--- src/rtl/tsync_pkg.sv ---
package tsync_pkg;
  localparam int TS_REG_W     = 64;
  localparam int TS_CODE_W    = 5;
  localparam int TS_CNT_W     = 21;
  localparam int TS_BYTES_W   = 4;
  localparam int TS_MIN_CODE  = 8;
  localparam int TS_MAX_CODE  = 20;
  localparam int TS_MAX_BYTES = 8;
endpackage

--- src/rtl/tsync_period_reg.sv ---
module tsync_period_reg #(
  parameter int REG_W  = tsync_pkg::TS_REG_W,
  parameter int CODE_W = tsync_pkg::TS_CODE_W
) (
  input  logic              clk,
  input  logic              rst_n,
  input  logic              wr_en,
  input  logic              unit_idle,
  input  logic [REG_W-1:0]  wr_data,
  output logic [CODE_W-1:0] code_q,
  output logic              wr_accept,
  output logic [REG_W-1:0]  rd_data
);
  localparam int PAD_W = REG_W - CODE_W;

  // writes land only while the unit is quiet
  assign wr_accept = wr_en & unit_idle;

  always_ff @(posedge clk) begin
    if (!rst_n) code_q <= '0;
    else if (wr_accept) code_q <= wr_data[CODE_W-1:0];
  end

  assign rd_data = {{PAD_W{1'b0}}, code_q};
endmodule

--- src/rtl/tsync_code_decode.sv ---
module tsync_code_decode #(
  parameter int CODE_W   = tsync_pkg::TS_CODE_W,
  parameter int CNT_W    = tsync_pkg::TS_CNT_W,
  parameter int MIN_CODE = tsync_pkg::TS_MIN_CODE,
  parameter int MAX_CODE = tsync_pkg::TS_MAX_CODE
) (
  input  logic [CODE_W-1:0] code,
  output logic              code_ok,
  output logic [CNT_W-1:0]  limit
);
  localparam int NCODES = 1 << CODE_W;

  logic [NCODES-1:0] legal_map;

  for (genvar g = 0; g < NCODES; g++) begin : g_map
    assign legal_map[g] = (g >= MIN_CODE) && (g <= MAX_CODE);
  end

  function automatic logic [CNT_W-1:0] limit_of(input logic [CODE_W-1:0] c);
    logic [CNT_W-1:0] one;
    one = {{(CNT_W-1){1'b0}}, 1'b1};
    return one << c;
  endfunction

  assign code_ok = legal_map[code];
  assign limit   = code_ok ? limit_of(code) : '0;
endmodule

--- src/rtl/tsync_byte_accum.sv ---
module tsync_byte_accum #(
  parameter int CNT_W     = tsync_pkg::TS_CNT_W,
  parameter int BYTES_W   = tsync_pkg::TS_BYTES_W,
  parameter int MAX_BYTES = tsync_pkg::TS_MAX_BYTES
) (
  input  logic               clk,
  input  logic               rst_n,
  input  logic               clear,
  input  logic               enable,
  input  logic [BYTES_W-1:0] bytes_in,
  input  logic [CNT_W-1:0]   limit,
  output logic [CNT_W-1:0]   cnt_q,
  output logic               crossed,
  output logic               req_q
);
  function automatic logic [BYTES_W-1:0] clamp_bytes(input logic [BYTES_W-1:0] b);
    logic [BYTES_W-1:0] top;
    top = BYTES_W'(MAX_BYTES);
    return (b > top) ? top : b;
  endfunction

  logic [CNT_W-1:0] sum;

  assign sum     = cnt_q + CNT_W'(clamp_bytes(bytes_in));
  assign crossed = enable && !clear && (sum >= limit);

  always_ff @(posedge clk) begin
    if (!rst_n) begin
      cnt_q <= '0;
      req_q <= 1'b0;
    end else begin
      req_q <= crossed;
      if (clear)        cnt_q <= '0;
      else if (crossed) cnt_q <= sum - limit;   // keep the overshoot
      else if (enable)  cnt_q <= sum;
    end
  end
endmodule

--- src/rtl/tsync_period_ctr.sv ---
module tsync_period_ctr #(
  parameter int REG_W     = tsync_pkg::TS_REG_W,
  parameter int CODE_W    = tsync_pkg::TS_CODE_W,
  parameter int CNT_W     = tsync_pkg::TS_CNT_W,
  parameter int BYTES_W   = tsync_pkg::TS_BYTES_W,
  parameter int MIN_CODE  = tsync_pkg::TS_MIN_CODE,
  parameter int MAX_CODE  = tsync_pkg::TS_MAX_CODE,
  parameter int MAX_BYTES = tsync_pkg::TS_MAX_BYTES
) (
  input  logic               clk,
  input  logic               rst_n,
  input  logic [BYTES_W-1:0] bytes_in,
  input  logic               unit_idle,
  input  logic               wr_en,
  input  logic [REG_W-1:0]   wr_data,
  output logic [REG_W-1:0]   rd_data,
  output logic               sync_req
);
  logic [CODE_W-1:0] code_q;
  logic              wr_accept;
  logic              code_ok;
  logic [CNT_W-1:0]  limit;
  logic [CNT_W-1:0]  cnt_q;
  logic              crossed;
  logic              cnt_clear;
  logic              cnt_run;

  tsync_period_reg #(.REG_W(REG_W), .CODE_W(CODE_W)) u_reg (
    .clk(clk), .rst_n(rst_n), .wr_en(wr_en), .unit_idle(unit_idle),
    .wr_data(wr_data), .code_q(code_q), .wr_accept(wr_accept), .rd_data(rd_data)
  );

  tsync_code_decode #(.CODE_W(CODE_W), .CNT_W(CNT_W),
                      .MIN_CODE(MIN_CODE), .MAX_CODE(MAX_CODE)) u_dec (
    .code(code_q), .code_ok(code_ok), .limit(limit)
  );

  assign cnt_clear = unit_idle | wr_accept;
  assign cnt_run   = code_ok & ~unit_idle;

  tsync_byte_accum #(.CNT_W(CNT_W), .BYTES_W(BYTES_W), .MAX_BYTES(MAX_BYTES)) u_acc (
    .clk(clk), .rst_n(rst_n), .clear(cnt_clear), .enable(cnt_run),
    .bytes_in(bytes_in), .limit(limit), .cnt_q(cnt_q), .crossed(crossed), .req_q(sync_req)
  );
endmodule

--- config.mk ---
export PLATFORM = sky130hd
export DESIGN_NAME = tsync_period_ctr
export DESIGN_NICKNAME = d
export VERILOG_FILES = /design/src/rtl/tsync_pkg.sv /design/src/rtl/tsync_period_reg.sv /design/src/rtl/tsync_code_decode.sv /design/src/rtl/tsync_byte_accum.sv /design/src/rtl/tsync_period_ctr.sv
export SDC_FILE = /design/constraint.sdc
export NUM_CORES = 1
export LEC_CHECK = 0
export BUFFER_PORTS_ARGS = -buffer_cell sky130_fd_sc_hd__buf_2
export CAP_MARGIN = 0
export CORE_MARGIN = 2
export CORE_UTILIZATION = 52
export CTS_BUF_LIST = sky130_fd_sc_hd__clkbuf_4
export CTS_CLUSTER_DIAMETER = 40
export DETAILED_ROUTE_END_ITERATION = 12
export GPL_ROUTABILITY_DRIVEN = 0
export HOLD_SLACK_MARGIN = 0.1
export PLACE_DENSITY_LB_ADDON = 0.05
export SETUP_SLACK_MARGIN = 0.3
export SLEW_MARGIN = 20
export SYNTH_ARGS = -nofsm -noshare
export SYNTH_HDL_FRONTEND = slang
export SYNTH_HIERARCHICAL = 1
export SYNTH_SLANG_ARGS = --single-unit
--- constraint.sdc ---
create_clock -name clk -period 4.9 [get_ports clk]
set_input_delay 0.245 -clock clk [delete_from_list [all_inputs] [get_ports clk]]
set_output_delay 0.245 -clock clk [all_outputs]
set_load 0.02 [all_outputs]
==> summary.txt, run 1 <==
Min path
  • Worst Hold Launch: wr_data[2]
  • Worst hold endpoint: u_reg/code_q[2]
  • Min-Delay Path Class: input port to flip-flop
  • Hold Path Cell Cnt: 3

Place
  • DP Wirelength: 6419 µm
  • Post-place setup slack: 353.4 ps
  • Cells after DPL: 599
  • DP Area: 0.003548 mm²
  • PortBufs: 18

Timing
  • Maximum clock frequency: 0.2321 GHz
  • Hold violation count in the final report: 0
  • Tcrit/Tclk final: 0.8792
  • Final setup viols: 0
  • Min Tclk post-route: 4308 ps
  • Final max-slew violation count: 0
  • Actual slew at the worst max-slew pin: 1049 ps
  • Fin Clk Skew: 17.63 ps
  • Fin worst setup slack: 591.9 ps
  • Setup TNS: 0 ps
  • RSZ-0062 raised after global routing: false
  • Relative max-transition margin: 0.2992
  • Hold WS: 112.1 ps

Clocking
  • # hold bufs at CTS: 0
  • TritonCTS clock tree: built
  • H-tree lvl count: 1
  • Max clock buf depth: 2
  • Worst-path clk slew: 190 ps
  • Setup Buffers After CTS: 0
  • Clk_lat worst skew: 350 ps
  • TritonCTS Buffers: 3
  • CTS sink count: 27
  • Root Driver: clkbuf_4
  • Post-cts resize count: 0

Power and ir drop
  • Power Dens Cells: 147.8 mW/mm²
  • Max VDD drop: 0.09104 mV
  • Total chip power: 530.2 µW
  • Pleak: 1.538 nW

Routing
  • Vias per cell: 5.329
  • DR vias: 3219
  • Detailed Route WL: 8553 µm
  • Iteration-0 DRC Markers: 129
  • Initial DRT Pass Iterations: 4
  • DRC viols: 0
  • Post-detailed-route count of antenna-violating nets: 0
  • Drt wl/cell: 14.16 µm

Setup path
  • WP data arrival: 4580 ps
  • Reg2reg setup slack: 590 ps
  • Critical path class: flip-flop to flip-flop
  • Worst r2r dst: u_acc/cnt_q[3]
  • Crit Reg-Reg Startpoint: u_acc/cnt_q[0]
  • Critical Path Fanout Max: 13
  • Required @ worst endpoint: 5170 ps
  • Worst r2r path cells: 17
  • CP Launch Type: flip-flop
  • Crit end category: flip-flop

GRT
  • Vias in the first global route: 2772
  • Initial antenna violation count: 0
  • Total track usage: 0.2149
  • First-pass GRT wire length: 13320 µm
  • Grt ovf: 0
  • Pin count of the biggest net entering global routing: 37

Final layout
  • Fin cells: 604
  • Layout cell share with drive strength beyond 1: 0.1083
  • Design area: 0.003587 mm²
  • Fill count: 710
  • # diodes: 0
  • Layout area overhead: -3.598%
  • Layout Nets: 608
  • Post-layout util: 0.5222

Yosys
  • YS warnings: 6
  • Synth Instances: 508
  • Mapped Area: 0.003721 mm²
  • Mean post-synth cell area: 7.325 µm²

Floorplanning
  • Die Area: 0.007848 mm²
  • Die Ht: 88.59 µm
  • I/O pins: 137
  • FP Rows: 30
  • DIE WIDTH: 88.59 µm
  • Initial Util: 0.5417
  • Core area: 0.006869 mm²

Outcome
  • Status: finished clean

Job
  • Max Cap Viol: 0
==> sequential cells by signal, summed over array words and instances (netlist names) <==
name	cells
u_acc/cnt_q	21
u_acc/req_q	1
u_reg/code_q	5
==> how the worst max path moves through the flow <==
stage                      endpoint  cells past startpoint            from  slack [ps]
floorplan            u_acc/cnt_q[3]                     18     bytes_in[0]        1280
global placement    u_acc/cnt_q[18]                     18     bytes_in[3]         350
detailed placement  u_acc/cnt_q[18]                     18     bytes_in[3]         350
CTS                 u_acc/cnt_q[18]                     16  u_acc/cnt_q[0]         490
global route         u_acc/cnt_q[4]                     17  u_acc/cnt_q[0]         300
finish               u_acc/cnt_q[3]                     17  u_acc/cnt_q[0]         590
==> where the power goes <==
group          internal [mW]  switching [mW]  leakage (nW)
logic                 0.0584           0.130          1.31
registers              0.223         0.00627         0.218
clock network         0.0313          0.0808        0.0139
==> metal layers <==
layer | up-vias | wire length [µm] | global-route usage
li1 | 1634 | - | -
met4 | 0 | 116 | 0.04270
met1 | 1492 | 3867 | 0.2917
met5 | - | 0 | 0
met3 | 8 | 371 | 0.02705
met2 | 85 | 4198 | 0.3677
==> cells in the final DEF (no fill, tap or decap), types with 2 or more instances in the layout <==
| master | instances |
|---|---|
| conb_1 | 67 |
| nand2_1 | 46 |
| inv_1 | 34 |
| nor2_1 | 32 |
| a21oi_1 | 31 |
| dfxtp_1 | 27 |
| xnor2_1 | 25 |
| ha_1 | 25 |
| o21ai_0 | 24 |
| nand3_1 | 21 |
| buf_2 | 18 |
| nor3_1 | 13 |
| xor2_1 | 12 |
| a31oi_1 | 10 |
| a21o_1 | 9 |
| nand4_1 | 8 |
| nand2b_1 | 6 |
| a211oi_1 | 6 |
| o21a_1 | 6 |
| and3_1 | 6 |
| nor4_1 | 6 |
| nor2b_1 | 5 |
| and4_1 | 5 |
| o21ai_1 | 5 |
| o21ai_2 | 5 |
| or2_2 | 4 |
| o21bai_1 | 4 |
| clkbuf_4 | 3 |
| or3_1 | 3 |
| or2_1 | 2 |
| a21oi_2 | 2 |
| nand2_2 | 2 |
| o41ai_2 | 2 |
| nand3b_1 | 2 |
| fa_1 | 2 |
| buf_4 | 2 |
==> worst max-delay path: stages (launching register included) <==
cell and delay (ps):
dfxtp_1 370, ha_1 190, inv_1 60, fa_1 390, nor2b_1 120, o21a_1 160, o21ai_1 140, nor2_1 300
and4_1 310, xor2_1 230, ha_1 330, a21o_1 200, a21o_1 210, a221oi_4 460, a21oi_4 220, nor3b_1 200
a211oi_1 240, nor2_1 80
==> cell type report <==
cell class                      instances  area [µm²]  area share
Clock buffer                            3       22.52    0.006278
Clock inverter                          1       7.507    0.002093
Inverter                               35       131.4     0.03662
Multi-Input combinational cell        422        2660      0.7415
Sequential cell                        27       540.5      0.1507
Tap cell                               96       120.1     0.03348
Timing Repair Buffer                   20       105.1     0.02930
Power figures use the tool's default switching activity.
==> run 2: changes to the inputs <==
--- a/config.mk
+++ b/config.mk
@@ -9,7 +9,7 @@
 export CAP_MARGIN = 0
 export CORE_MARGIN = 2
 export CORE_UTILIZATION = 52
-export CTS_BUF_LIST = sky130_fd_sc_hd__clkbuf_4
+export CTS_BUF_LIST = sky130_fd_sc_hd__clkbuf_4 sky130_fd_sc_hd__clkbuf_8
 export CTS_CLUSTER_DIAMETER = 40
 export DETAILED_ROUTE_END_ITERATION = 12
 export GPL_ROUTABILITY_DRIVEN = 0
==> summary.txt, run 2 (synthesis gave the netlist of run 1 again) <==
Outcome
  • Status: finished clean

Final layout
  • Commonest non-fill, non-tap cell in the layout: conb_1
  • Largest register FFs: 21
  • Layout area overhead: -3.093%
  • Fin cells: 604
  • # diodes: 0
  • Most flop-heavy register: u_acc/cnt_q
  • Largest registers: u_acc/cnt_q: 21 flops, u_reg/code_q: 5 flops, u_acc/req_q: 1 flops
  • Most frequent cells in the layout: conb_1 (67), nand2_1 (46), inv_1 (34), nor2_1 (32), a21oi_1 (31)
  • Layout Nets: 608
  • Layout cell share with drive strength beyond 1: 0.1083

Power and ir drop
  • Sw Share: 0.3944
  • Internal cell power: 339.6 µW
  • Pleak: 1.545 nW
  • Psw: 221.1 µW
  • Clock power frac: 0.255
  • Max VDD drop: 0.1007 mV
  • Seq pwr share: 0.409
  • Power share of the combinational group: 0.336
  • Power Dens Cells: 155.5 mW/mm²
  • Total chip power: 560.7 µW

Setup path
  • Critical path class: flip-flop to flip-flop
  • CP Launch Type: flip-flop
  • Required @ worst endpoint: 5090 ps
  • Crit end category: flip-flop
  • WP data arrival: 4480 ps
  • Crit Reg-Reg Startpoint: u_acc/cnt_q[0]
  • Worst r2r dst: u_acc/cnt_q[3]
  • Reg2reg setup slack: 610 ps
  • Worst Path Buf+Inv: 1
  • CP top delay family: compound AO/OA/AOI/OAI gates
  • Worst r2r path cells: 17
  • CP peak stage delay: 460 ps
  • CP max-delay cell: a221oi_4
  • Critical Path Fanout Max: 13
  • Critical-path cell list: ha_1 -> inv_1 -> fa_1 -> nor2b_1 -> o21a_1 -> o21ai_1 -> nor2_1 -> and4_1 -> xor2_1 -> ha_1 -> a21o_1 -> a21o_1 -> a221oi_4 -> a21oi_4 -> nor3b_1 -> a211oi_1 -> nor2_1

Floorplanning
  • Initial Util: 0.5417
  • DIE WIDTH: 88.59 µm
  • FP Rows: 30
  • Die Area: 0.007848 mm²
  • Die Ht: 88.59 µm
  • I/O pins: 137
  • Core area: 0.006869 mm²

Routing
  • Vias per cell: 5.339
  • Iteration-0 DRC Markers: 202
  • Post-detailed-route count of antenna-violating nets: 0
  • Initial DRT Pass Iterations: 5
  • Drt wl/cell: 14.06 µm
  • Detailed Route WL: 8494 µm
  • DRC viols: 0
  • DR vias: 3225

Timing
  • RSZ-0062 raised after global routing: false
  • Fin Clk Skew: 14.42 ps
  • Min Tclk post-route: 4294 ps
  • Hold violation count in the final report: 0
  • Final max-slew violation count: 0
  • Fin worst setup slack: 605.6 ps
  • Final setup viols: 0
  • Relative max-transition margin: 0.2653
  • Tcrit/Tclk final: 0.8764
  • Actual slew at the worst max-slew pin: 1100 ps
  • Maximum clock frequency: 0.2329 GHz
  • Setup TNS: 0 ps
  • Hold WS: 187.1 ps

Place
  • Post-place setup slack: 353.4 ps
  • PortBufs: 18
  • DP Wirelength: 6419 µm
  • Cells after DPL: 599

GRT
  • Met3 global-route usage: 0.02705
  • Grt ovf: 0
  • Total track usage: 0.2137
  • GR Layer Usage met1: 0.2917
  • Met2 Track Usage GR: 0.3677
  • Vias in the first global route: 2773
  • Initial antenna violation count: 0
  • Most used routing layer: met2
  • First-pass GRT wire length: 13280 µm
  • Pin count of the biggest net entering global routing: 37

Clocking
  • Root Driver: clkbuf_8
  • TritonCTS Buffers: 3
  • H-tree lvl count: 1
  • Post-cts resize count: 0
  • Max clock buf depth: 2
  • Setup Buffers After CTS: 0
  • TritonCTS clock tree: built
  • Worst-path clk slew: 120 ps
  • CTS sink count: 27
  • Clk_lat worst skew: 290 ps
  • # hold bufs at CTS: 0

Job
  • Max Cap Viol: 0

Min path
  • Min-Delay Path Class: input port to flip-flop
  • Hold Path Cell Cnt: 3
  • Worst Hold Launch: wr_data[2]
  • Worst hold endpoint: u_reg/code_q[2]
[run 2: cell counts in the layout (fill, tap and decap cells not counted)]
No cell type changed its count.
[run 2: power groups by stage]
stage / logic, mW / registers, mW / clock network, mW
2_1_floorplan: 0.199 / 0.232 / 0
3_3_place_gp: 0.182 / 0.234 / 0
3_5_place_dp: 0.183 / 0.234 / 0
4_1_cts: 0.184 / 0.229 / 0.145
5_1_grt: 0.208 / 0.230 / 0.152
6_report: 0.188 / 0.229 / 0.143
[run 2: worst min-delay path, delay by kind of cell]
kind	cells	cell delay [ps]
buf+inv	1	70
simple gates	1	80
compound gates	1	60
[run 2: how the worst max path moves through the flow]
stage / start / slack, ps / cells after the start / to
finish: u_acc/cnt_q[0] / 610 / 17 / u_acc/cnt_q[3]
detailed placement: bytes_in[3] / 350 / 18 / u_acc/cnt_q[18]
global route: u_acc/cnt_q[0] / 310 / 17 / u_acc/cnt_q[4]
global placement: bytes_in[3] / 350 / 18 / u_acc/cnt_q[18]
CTS: u_acc/cnt_q[0] / 490 / 16 / u_acc/cnt_q[18]
floorplan: bytes_in[0] / 1280 / 18 / u_acc/cnt_q[3]
[run 2: metal layers]
metal | wire (µm) | vias to the layer above
met5 | 0 | -
met4 | 81 | 0
met3 | 378 | 6
met2 | 4095 | 88
met1 | 3938 | 1498
li1 | - | 1633
[run 2: metrics by stage]
stage | util | area [µm²]
5_1_grt | 0.5250 | 3606
4_1_cts | 0.5237 | 3597
2_1_floorplan | - | 3965
6_report | 0.5250 | 3606
3_5_place_dp | 0.5166 | 3548
3_3_place_gp | 0.5166 | 3548
[run 2: cell type report]
cell class	instances	area, µm²
Clock buffer	3	41.29
Clock inverter	1	7.507
Fill cell	707	3263
Inverter	35	131.4
Multi-Input combinational cell	422	2660
Sequential cell	27	540.5
Tap cell	96	120.1
Timing Repair Buffer	20	105.1
==> run 3: changes to the inputs <==
--- a/config.mk
+++ b/config.mk
@@ -15,6 +15,7 @@
 export GPL_ROUTABILITY_DRIVEN = 0
 export HOLD_SLACK_MARGIN = 0.1
 export PLACE_DENSITY_LB_ADDON = 0.05
+export RECOVER_POWER = 50
 export SETUP_SLACK_MARGIN = 0.3
 export SLEW_MARGIN = 20
 export SYNTH_ARGS = -nofsm -noshare
==> summary.txt, run 3 (synthesis gave the netlist of run 1 again) <==
Power and ir drop
  • Power Dens Cells: 155.4 mW/mm²
  • Clock power frac: 0.253
  • Internal cell power: 337.9 µW
  • Seq pwr share: 0.413
  • Total chip power: 555.2 µW
  • Power share of the combinational group: 0.334
  • Psw: 217.2 µW
  • Pleak: 1.506 nW
  • Max VDD drop: 0.09906 mV
  • Sw Share: 0.3913

Floorplanning
  • DIE WIDTH: 88.59 µm
  • Die Area: 0.007848 mm²
  • FP Rows: 30
  • Initial Util: 0.5417
  • Die Ht: 88.59 µm
  • I/O pins: 137
  • Core area: 0.006869 mm²

Final layout
  • # diodes: 0
  • Commonest non-fill, non-tap cell in the layout: conb_1
  • Layout area overhead: -3.968%
  • Most frequent cells in the layout: conb_1 (67), nand2_1 (47), inv_1 (34), nor2_1 (32), a21oi_1 (31)
  • Design area: 0.003573 mm²
  • Largest register FFs: 21
  • Layout cell share with drive strength beyond 1: 0.08268
  • Fin cells: 604
  • Layout Nets: 608
  • Largest registers: u_acc/cnt_q: 21 flops, u_reg/code_q: 5 flops, u_acc/req_q: 1 flops
  • Most flop-heavy register: u_acc/cnt_q

Routing
  • Post-detailed-route count of antenna-violating nets: 0
  • Vias per cell: 5.290
  • DRC viols: 0
  • Drt wl/cell: 14.05 µm
  • Iteration-0 DRC Markers: 192
  • Detailed Route WL: 8487 µm
  • DR vias: 3195
  • Initial DRT Pass Iterations: 4

Timing
  • Final max-slew violation count: 0
  • Final setup viols: 0
  • Actual slew at the worst max-slew pin: 1047 ps
  • Setup TNS: 0 ps
  • Fin worst setup slack: 464.3 ps
  • Maximum clock frequency: 0.2254 GHz
  • Min Tclk post-route: 4436 ps
  • Hold violation count in the final report: 0
  • Tcrit/Tclk final: 0.9052
  • Fin Clk Skew: 14.71 ps
  • Relative max-transition margin: 0.3003
  • RSZ-0062 raised after global routing: false

Setup path
  • CP peak stage delay: 460 ps
  • WP data arrival: 4640 ps
  • Crit Reg-Reg Startpoint: u_acc/cnt_q[0]
  • Critical Path Fanout Max: 9
  • Critical-path cell list: ha_1 -> inv_1 -> fa_1 -> nor2b_1 -> o21a_1 -> o21ai_0 -> nor2_1 -> and4_1 -> xor2_1 -> ha_1 -> a21o_1 -> a21o_1 -> a221oi_4 -> nand2_1 -> nand2_1 -> nand3_1 -> a31oi_1
  • Worst r2r path cells: 17
  • Critical path class: flip-flop to flip-flop
  • Reg2reg setup slack: 460 ps
  • Crit end category: flip-flop
  • CP max-delay cell: a221oi_4
  • CP Launch Type: flip-flop
  • Crit path from: u_acc/cnt_q[0]
  • CP endpoint: u_acc/cnt_q[9]
  • Required @ worst endpoint: 5100 ps
  • Worst r2r dst: u_acc/cnt_q[9]

GRT
  • Pin count of the biggest net entering global routing: 37
  • Vias in the first global route: 2773
  • Initial antenna violation count: 0
  • First-pass GRT wire length: 13280 µm
  • Grt ovf: 0
  • Total track usage: 0.2137

Place
  • Cells after DPL: 599
  • PortBufs: 18
  • DP Area: 0.003548 mm²
  • DP Wirelength: 6419 µm
  • Post-place setup slack: 353.4 ps

Clocking
  • H-tree lvl count: 1
  • TritonCTS Buffers: 3
  • CTS sink count: 27
  • Root Driver: clkbuf_8
  • Clk_lat worst skew: 290 ps
  • Setup Buffers After CTS: 0
  • Worst-path clk slew: 120 ps
  • Max clock buf depth: 2
  • TritonCTS clock tree: built

Job
  • Max Cap Viol: 0

Min path
  • Hold Path Cell Cnt: 3
  • Min-Delay Path Class: input port to flip-flop
  • Worst Hold Launch: wr_data[0]

Outcome
  • Status: finished clean
==> run 3: cell types whose count changed in the layout (fill, tap and decap cells not counted) <==
cell and delta:
clkbuf_1 +7, o21ai_0 +6, buf_4 -1, nand2_2 -1, o21ai_2 -5, nand2_1 +1, o21ai_1 -1, buf_2 -6
==> run 3: how the worst min path moves through the flow <==
stage,endpoint,slack [ps]
finish,u_reg/code_q[0],180
global route,u_reg/code_q[1],190
CTS,u_reg/code_q[2],190
detailed placement,u_acc/cnt_q[2],460
global placement,u_acc/cnt_q[2],450
floorplan,u_reg/code_q[3],400
==> run 3: critical path: cells and delay by family (launching register included) <==
kind	cells	cell delay [ps]
AOI/OAI and AO/OA	6	1380
xor gates and xnor gates	1	220
adders and majority gates	3	910
buffers and inverters	1	60
DFF	1	350
and+or+nand+nor	6	1410
==> run 3: per-layer routing <==
metal | up-vias | share of wire | global-route usage
li1 | 1628 | - | -
met1 | 1487 | 0.45 | 0.2917
met2 | 74 | 0.49 | 0.3677
met3 | 6 | 0.044 | 0.02705
met4 | 0 | 0.0095 | 0.03444
met5 | - | 0 | 0
==> run 3: power groups by stage <==
stage          Clock, mW  Sequential, mW  Combinational [mW]
2_1_floorplan          0           0.232               0.199
3_3_place_gp           0           0.234               0.182
3_5_place_dp           0           0.234               0.183
4_1_cts            0.145           0.229               0.184
5_1_grt            0.152           0.230               0.206
6_report           0.140           0.229               0.186
==> run 3: what timing repair did <==
item	4_1_cts	5_1_grt
endpoints found under the setup margin	0	12
hold buffers	0	0
gates resized for setup	0	0
==> run 3: cell type report <==
| type | instances | area, µm² |
|---|---|---|
| clock inverter | 1 | 7.507 |
| multi-input combinational | 422 | 2639 |
| timing repair buffer | 20 | 93.84 |
| sequential | 27 | 540.5 |
| tap | 96 | 120.1 |
| fill | 713 | 3296 |
| clock buffer | 3 | 41.29 |
| inverter | 35 | 131.4 |
==> run 3: per-stage QoR <==
| stage | util | hold slack [ps] |
|---|---|---|
| floorplan | - | 401.6 |
| global placement | 0.5166 | 453.2 |
| detailed placement | 0.5166 | 458.6 |
| CTS | 0.5237 | 188.5 |
| global route | 0.5202 | 193.2 |
| finish | 0.5202 | 181.0 |
